## src/rtl/bankreg_pkg.sv

```systemverilog
`timescale 1ns/1ps
// Package: shared constants and mode decoding for the banked register file.
// Assumes a 4-bit mode code held in status bits [3:0], bit 4 set by mode-set.
package bankreg_pkg;

    localparam int ARCH_AW   = 4;
    localparam int MODE_W    = 4;
    localparam int FIELD_W   = MODE_W + 1;
    localparam int N_SAVED   = 5;
    // physical layout: 0-15 user view, 16-20 fast r8-r12, 21-30 private r13/r14 pairs
    localparam int FAST_BASE = 16;
    localparam int FAST_CNT  = 5;
    localparam int PRIV_BASE = FAST_BASE + FAST_CNT;
    localparam int NPHYS     = PRIV_BASE + 2 * N_SAVED;
    localparam int PIDX_W    = $clog2(NPHYS);
    localparam int SLOT_W    = $clog2(N_SAVED);

    localparam logic [MODE_W-1:0] MD_USER  = 4'h0;
    localparam logic [MODE_W-1:0] MD_FAST  = 4'h1;
    localparam logic [MODE_W-1:0] MD_IRQ   = 4'h2;
    localparam logic [MODE_W-1:0] MD_SUPV  = 4'h3;
    localparam logic [MODE_W-1:0] MD_ABORT = 4'h7;
    localparam logic [MODE_W-1:0] MD_UNDEF = 4'hB;

    typedef struct packed {
        logic              hit;
        logic [SLOT_W-1:0] slot;
    } slot_t;

    // Map a mode code to its private slot (r13/r14/saved status), if any.
    function automatic slot_t mode_slot(input logic [MODE_W-1:0] code);
        slot_t s;
        s.hit  = 1'b1;
        s.slot = '0;
        case (code)
            MD_FAST:  s.slot = SLOT_W'(0);
            MD_IRQ:   s.slot = SLOT_W'(1);
            MD_SUPV:  s.slot = SLOT_W'(2);
            MD_ABORT: s.slot = SLOT_W'(3);
            MD_UNDEF: s.slot = SLOT_W'(4);
            default:  s.hit  = 1'b0;
        endcase
        return s;
    endfunction

endpackage

```

## src/rtl/bank_map.sv

```systemverilog
`timescale 1ns/1ps
// Module: bank_map
// Translates an architectural register number into a physical index under
// the given mode code. Purely combinational. Assumes the physical layout
// defined in bankreg_pkg.
module bank_map
    import bankreg_pkg::*;
(
    input  logic [MODE_W-1:0]  mode,
    input  logic [ARCH_AW-1:0] arch_addr,
    output logic [PIDX_W-1:0]  phys_idx
);

    slot_t slot;
    logic  is_hi_gp;
    logic  is_sp_lr;

    // Classify the address and pick the bank it lives in.
    always_comb begin
        slot     = mode_slot(mode);
        is_hi_gp = (arch_addr >= ARCH_AW'(8)) && (arch_addr <= ARCH_AW'(12));
        is_sp_lr = (arch_addr == ARCH_AW'(13)) || (arch_addr == ARCH_AW'(14));
        phys_idx = PIDX_W'(arch_addr);
        if (is_hi_gp && (mode == MD_FAST)) begin
            phys_idx = PIDX_W'(FAST_BASE + int'(arch_addr) - 8);
        end else if (is_sp_lr && slot.hit) begin
            phys_idx = PIDX_W'(PRIV_BASE + 2 * int'(slot.slot) + int'(arch_addr) - 13);
        end
    end

endmodule

```

## src/rtl/phys_regs.sv

```systemverilog
`timescale 1ns/1ps
// Module: phys_regs
// Physical register storage: NPHYS words, one clocked write port and
// NRD combinational read ports addressed by physical index. Reads see the
// value held before a same-cycle write. Assumes indices below NPHYS.
module phys_regs
    import bankreg_pkg::*;
#(
    parameter int DATA_W = 32,
    parameter int NRD    = 2
) (
    input  logic                         clk,
    input  logic                         rst_n,
    input  logic                         wr_en,
    input  logic [PIDX_W-1:0]            wr_idx,
    input  logic [DATA_W-1:0]            wr_data,
    input  logic [NRD-1:0][PIDX_W-1:0]   rd_idx,
    output logic [NRD-1:0][DATA_W-1:0]   rd_data
);

    logic [NPHYS-1:0][DATA_W-1:0] store_q;

    for (genvar e = 0; e < NPHYS; e++) begin : g_entry
        logic hit;
        assign hit = wr_en && (wr_idx == PIDX_W'(e));
        // Hold or load one physical word; clear on reset.
        always_ff @(posedge clk) begin
            if (!rst_n)   store_q[e] <= '0;
            else if (hit) store_q[e] <= wr_data;
        end
    end

    for (genvar p = 0; p < NRD; p++) begin : g_rd
        // Combinational read mux for one port.
        always_comb begin
            rd_data[p] = '0;
            for (int e = 0; e < NPHYS; e++) begin
                if (rd_idx[p] == PIDX_W'(e)) rd_data[p] = store_q[e];
            end
        end
    end

    AST_WRITE_LANDS: assert property (@(posedge clk) disable iff (!rst_n)
        wr_en |=> store_q[$past(wr_idx)] == $past(wr_data));

    AST_IDLE_HOLDS: assert property (@(posedge clk) disable iff (!rst_n)
        !wr_en |=> $stable(store_q));

endmodule

```

## src/rtl/status_bank.sv

```systemverilog
`timescale 1ns/1ps
// Module: status_bank
// Holds the status register and one saved status register per exception
// mode. The current mode is status bits [3:0]; mode-set overrides bits [4:0]
// of a coinciding full write. Saved-status access uses the mode current
// before the clock edge.
module status_bank
    import bankreg_pkg::*;
#(
    parameter int DATA_W = 32
) (
    input  logic               clk,
    input  logic               rst_n,
    input  logic               mode_set,
    input  logic [MODE_W-1:0]  mode_code,
    input  logic               sr_wr_en,
    input  logic [DATA_W-1:0]  sr_wr_data,
    input  logic               ssr_wr_en,
    input  logic [DATA_W-1:0]  ssr_wr_data,
    output logic [DATA_W-1:0]  sr_q,
    output logic [MODE_W-1:0]  cur_mode,
    output logic [DATA_W-1:0]  ssr_rd_data,
    output logic               ssr_absent
);

    logic [DATA_W-1:0]              sr_r;
    logic [N_SAVED-1:0][DATA_W-1:0] saved_q;
    slot_t                          cur_slot;

    // Status register update: full write first, then mode field override.
    always_ff @(posedge clk) begin
        if (!rst_n) begin
            sr_r <= '0;
        end else begin
            if (sr_wr_en) sr_r <= sr_wr_data;
            if (mode_set) sr_r[FIELD_W-1:0] <= {1'b1, mode_code};
        end
    end

    assign sr_q     = sr_r;
    assign cur_mode = sr_r[MODE_W-1:0];
    assign cur_slot = mode_slot(cur_mode);

    for (genvar g = 0; g < N_SAVED; g++) begin : g_saved
        logic hit;
        assign hit = ssr_wr_en && cur_slot.hit && (cur_slot.slot == SLOT_W'(g));
        // One saved status register, written only in its own mode.
        always_ff @(posedge clk) begin
            if (!rst_n)   saved_q[g] <= '0;
            else if (hit) saved_q[g] <= ssr_wr_data;
        end
    end

    // Saved-status read for the current mode, zero when none exists.
    always_comb begin
        ssr_absent  = !cur_slot.hit;
        ssr_rd_data = '0;
        for (int g = 0; g < N_SAVED; g++) begin
            if (cur_slot.hit && (cur_slot.slot == SLOT_W'(g))) ssr_rd_data = saved_q[g];
        end
    end

    AST_MODE_FIELD_LOADS: assert property (@(posedge clk) disable iff (!rst_n)
        mode_set |=> sr_r[FIELD_W-1:0] == {1'b1, $past(mode_code)});

    AST_UPPER_KEPT: assert property (@(posedge clk) disable iff (!rst_n)
        (mode_set && !sr_wr_en) |=> sr_r[DATA_W-1:FIELD_W] == $past(sr_r[DATA_W-1:FIELD_W]));

    AST_ABSENT_WRITE_IGNORED: assert property (@(posedge clk) disable iff (!rst_n)
        (ssr_wr_en && ssr_absent) |=> $stable(saved_q));

endmodule

```

## src/rtl/banked_regfile.sv

```systemverilog
`timescale 1ns/1ps
// Module: banked_regfile (top)
// Mode-banked register file: two combinational read ports and one write
// port addressed by architectural number, mapped to physical storage by the
// current mode held in the status register. Assumes DATA_W >= 5.
module banked_regfile
    import bankreg_pkg::*;
#(
    parameter int DATA_W = 32
) (
    input  logic               clk,
    input  logic               rst_n,
    input  logic [3:0]         rd_a_addr,
    output logic [DATA_W-1:0]  rd_a_data,
    input  logic [3:0]         rd_b_addr,
    output logic [DATA_W-1:0]  rd_b_data,
    input  logic               wr_en,
    input  logic [3:0]         wr_addr,
    input  logic [DATA_W-1:0]  wr_data,
    input  logic               mode_set,
    input  logic [3:0]         mode_code,
    input  logic               sr_wr_en,
    input  logic [DATA_W-1:0]  sr_wr_data,
    output logic [DATA_W-1:0]  sr_q,
    output logic [4:0]         mode_field,
    input  logic               ssr_wr_en,
    input  logic [DATA_W-1:0]  ssr_wr_data,
    output logic [DATA_W-1:0]  ssr_rd_data,
    output logic               ssr_absent
);

    localparam int NRD   = 2;
    localparam int NMAP  = NRD + 1;
    localparam int WR_PT = NRD;

    logic [MODE_W-1:0]                cur_mode;
    logic [NMAP-1:0][ARCH_AW-1:0]     map_addr;
    logic [NMAP-1:0][PIDX_W-1:0]      map_idx;
    logic [NRD-1:0][PIDX_W-1:0]       rd_idx;
    logic [NRD-1:0][DATA_W-1:0]       rd_data;

    assign map_addr = {wr_addr, rd_b_addr, rd_a_addr};

    status_bank #(.DATA_W(DATA_W)) u_status (
        .clk         (clk),
        .rst_n       (rst_n),
        .mode_set    (mode_set),
        .mode_code   (mode_code),
        .sr_wr_en    (sr_wr_en),
        .sr_wr_data  (sr_wr_data),
        .ssr_wr_en   (ssr_wr_en),
        .ssr_wr_data (ssr_wr_data),
        .sr_q        (sr_q),
        .cur_mode    (cur_mode),
        .ssr_rd_data (ssr_rd_data),
        .ssr_absent  (ssr_absent)
    );

    for (genvar p = 0; p < NMAP; p++) begin : g_map
        bank_map u_map (
            .mode      (cur_mode),
            .arch_addr (map_addr[p]),
            .phys_idx  (map_idx[p])
        );
    end

    assign rd_idx = map_idx[NRD-1:0];

    phys_regs #(.DATA_W(DATA_W), .NRD(NRD)) u_regs (
        .clk     (clk),
        .rst_n   (rst_n),
        .wr_en   (wr_en),
        .wr_idx  (map_idx[WR_PT]),
        .wr_data (wr_data),
        .rd_idx  (rd_idx),
        .rd_data (rd_data)
    );

    assign rd_a_data  = rd_data[0];
    assign rd_b_data  = rd_data[1];
    assign mode_field = sr_q[FIELD_W-1:0];

endmodule

```

## config.mk

```make
export PLATFORM = sky130hd
export DESIGN_NAME = banked_regfile
export DESIGN_NICKNAME = d
export VERILOG_FILES = /design/src/rtl/bankreg_pkg.sv /design/src/rtl/bank_map.sv /design/src/rtl/phys_regs.sv /design/src/rtl/status_bank.sv /design/src/rtl/banked_regfile.sv
export SDC_FILE = /design/constraint.sdc
export NUM_CORES = 2
export LEC_CHECK = 0
export ABC_CLOCK_PERIOD_IN_PS = 17500
export BUFFER_PORTS_ARGS = -buffer_cell sky130_fd_sc_hd__buf_4
export CAP_MARGIN = 40
export CORE_MARGIN = 2
export CORE_UTILIZATION = 35
export DETAILED_ROUTE_END_ITERATION = 6
export PLACE_DENSITY = 0.5
export SETUP_SLACK_MARGIN = 0.5
export SLEW_MARGIN = 20
export SYNTH_ARGS = -nofsm -noshare
export SYNTH_HDL_FRONTEND = slang
export SYNTH_SLANG_ARGS = --single-unit
```

## constraint.sdc

```tcl
create_clock -name clk -period 17.5 [get_ports clk]
set_clock_uncertainty 0.15 [all_clocks]
set_input_delay 3.5 -clock clk [delete_from_list [all_inputs] [get_ports clk]]
set_output_delay 3.5 -clock clk [all_outputs]
set_load 0.05 [all_outputs]
```

==> results.ini <==
[outcome]
status = complete, but fails checks
failed_checks = design-rule violations

[clocking]
clock_latency_ps = 800
cts_num_sinks = 1184
cts_hold_buf = 0
clk_path_buf_depth = 3
clkTransAtPathRegs_ps = 60
post_cts_buffers = 0
h-tree-depth = 4
tritoncts = built
cts_resized = 0
cts_buffers = 141
cts_root_buf = clkbuf_16

[synth]
yosys_warnings = 0
ys_seq_elements = 1184
synth-async-reset-ratio_pct = 0
synth-edff-count = 0
syn_nets = 8064
yosysUniqueCellTypes = 96
synth-seq-area-share_pct = 39.2
syn_area_um2 = 60500
synth_cells = 7932
synth_flop_cell = dfxtp_1
syn_area_per_cell_um2 = 7.63

[routing]
vias = 64100
wirelength_mm = 328
drt_first_pass_iters = 7
postRouteAntennaNets = 0
drc = 14
drt-vias-per-instance = 6.22
drtIter0Drc = 9806
post_drt_wl_per_cell_um = 31.9

[final_layout]
syn2layout_area_growth_pct = 15.7
layout.nets = 8000
drive_gt1_share_pct = 11.8
mostFrequentLayoutCell = nand2_1
layout_common_cells = 2547 x nand2_1, 1182 x dfxtp_1, 1145 x a21boi_0

[global_route]
grt_pass1_vias = 59800
grt_pass1_wl_mm = 457
gr-total-overflow = 0
antenna_found_initial = 18
grtUsageTotal_pct = 35.9
grt_max_degree = 197

[die]
die_y_um = 420
top_level_ports = 252
chipWidth_um = 420
rows = 152
fp.coreArea_um2 = 172000
start_util_pct = 35.2
die_area_um2 = 176000

[sta]
slew_headroom_pct = 28.9
clock.fmax_ghz = 0.0768
finalHoldViolations = 0
period_needed_ps = 13010
whs_ps = 312
fin_crit_sh_pct = 74.4
setup_violations = 0
final_max_slew_viol_count = 0
max_slew.worst_pin.slew_ps = 1070
setup-tns-final_ps = 0
rsz0062_at_grt = false

[placement]
dp.final_hpwl_mm = 225
routabilityCongestion = 1.00
io_buffers = 251

[worst_setup_path]
worst_ep_required_time_ps = 13850
cp-startpoint = rd_a_addr[2]
crit_type = input port to primary output
cp_max_fo = 18
cp-start-kind = input port
rr_worst_depth = 13
r2r-start = u_status.sr_q[0]
cp-end-kind = primary output
r2r-end = u_regs.store_q[872]
ff2ff_setup_slack_ps = 12220
arrival_ps = 9360

[pwr]
power_density_nw_per_um2 = 95.4
vdd_drop_max_mv = 0.0785
p_leak_nw = 23.6

[min_path]
holdPathEnd = u_status.saved_q[24]
hold_depth = 2
hold_path_class = register to register
min_from = u_status.saved_q[24]

[job]
drv_cap = 0

-- cell families after synthesis --
family / count (synthesis) / synth area share, %
AOI/OAI and AO/OA: 2557 / 31.2
adders and majority gates: 14 / 0.364
DFF: 1184 / 39.2
xor gates and xnor gates: 10 / 0.145
muxes: 116 / 2.04
buffers and inverters: 750 / 4.88
and+or+nand+nor: 3301 / 22.2
-- power by group --
group / leakage, nW / switching [W] / internal, W
Clock: 2.30 / 0.00130 / 0.00172
Sequential: 9.55 / 0.0000271 / 0.00272
Combinational: 11.7 / 0.000671 / 0.000240
Total: 23.6 / 0.00200 / 0.00468
-- how the worst max path moves through the flow --
stage | to | slack, ps
after floorplan | rd_b_data[8] | 5750
after global placement | rd_a_data[0] | 4550
after detailed placement | rd_a_data[18] | 4770
after CTS | rd_a_data[18] | 4740
after global routing | rd_a_data[18] | 4610
final | rd_a_data[18] | 4490
-- registers in the layout, summed over array words and instances (netlist names) --
register	count
u_regs.store_q	992
u_status.saved_q	160
u_status.sr_q	32
-- worst max-delay path, cell delays in order --
cell and delay [ps]:
buf_4 210, clkinv_1 230, ha_1 350, inv_1 60
ha_1 130, inv_1 50, fa_1 470, xor2_1 200
nor3b_1 690, and4_1 600, nand2_1 550, nand4_1 590
a221oi_1 100, and3_1 280, o311a_1 200, a211oi_1 780
buf_4 340
-- routing by layer --
metal	up-vias	wire length [µm]	track usage, %	share of wire (%)
met3	867	32900	8.23	10
met4	18	22800	21.4	6.9
met1	31300	130000	46.0	40
met5	-	123	0	0.038
li1	27900	-	-	-
met2	4013	142000	54.8	43
-- cell type report --
| class | instances | area (µm²) |
|---|---|---|
| antenna | 9 | 22.5 |
| clock buffer | 199 | 4090 |
| clock inverter | 49 | 589 |
| fill | 17400 | 102000 |
| inverter | 26 | 100 |
| multi-input combinational | 5998 | 34300 |
| sequential | 1184 | 23700 |
| tap | 2310 | 2890 |
| timing repair buffer | 517 | 4320 |
-- cell usage after synthesis, drive strengths merged (12+ instances only) --
cell type / n / area [µm²]
o21a: 14 / 105
a2111oi: 13 / 151
o21ai: 243 / 1270
a211o: 12 / 105
and3: 25 / 156
or3: 41 / 257
nand3: 111 / 556
o22a: 13 / 114
o22ai: 220 / 1380
nor2: 266 / 1010
a31oi: 40 / 256
a222oi: 105 / 1050
o31ai: 12 / 100
clkbuf: 614 / 2300
nand2b: 21 / 131
a21oi: 137 / 693
a21boi: 1156 / 8680
nor3: 112 / 591
nand4: 46 / 288
mux2: 61 / 687
inv: 23 / 88.8
mux2i: 55 / 551
and2: 18 / 113
a22oi: 187 / 1400
dfxtp: 1184 / 23700
a22o: 56 / 490
o211ai: 26 / 214
o221ai: 94 / 823
nor4: 42 / 305
nand2: 2555 / 9590
a21o: 12 / 90.1
a221oi: 71 / 622
buf: 110 / 552
a221o: 12 / 120
o2111ai: 14 / 123
a211oi: 30 / 230
nor2b: 34 / 213
-- through the flow --
stage / util, % / cell area (µm²) / std cells / total power (W) / setup WS, ps
floorplan: - / 60500 / 7932 / 0.00326 / 5750
CTS: 40.6 / 69800 / 10300 / 0.00668 / 4740
global placement: 37.5 / 64400 / 9969 / 0.00367 / 4550
global route: 40.8 / 70000 / 10300 / 0.00683 / 4610
finish: 40.8 / 70000 / 10300 / 0.00668 / 4490
detailed placement: 37.9 / 65100 / 10000 / 0.00369 / 4770
(Power assumes the default switching activity.)
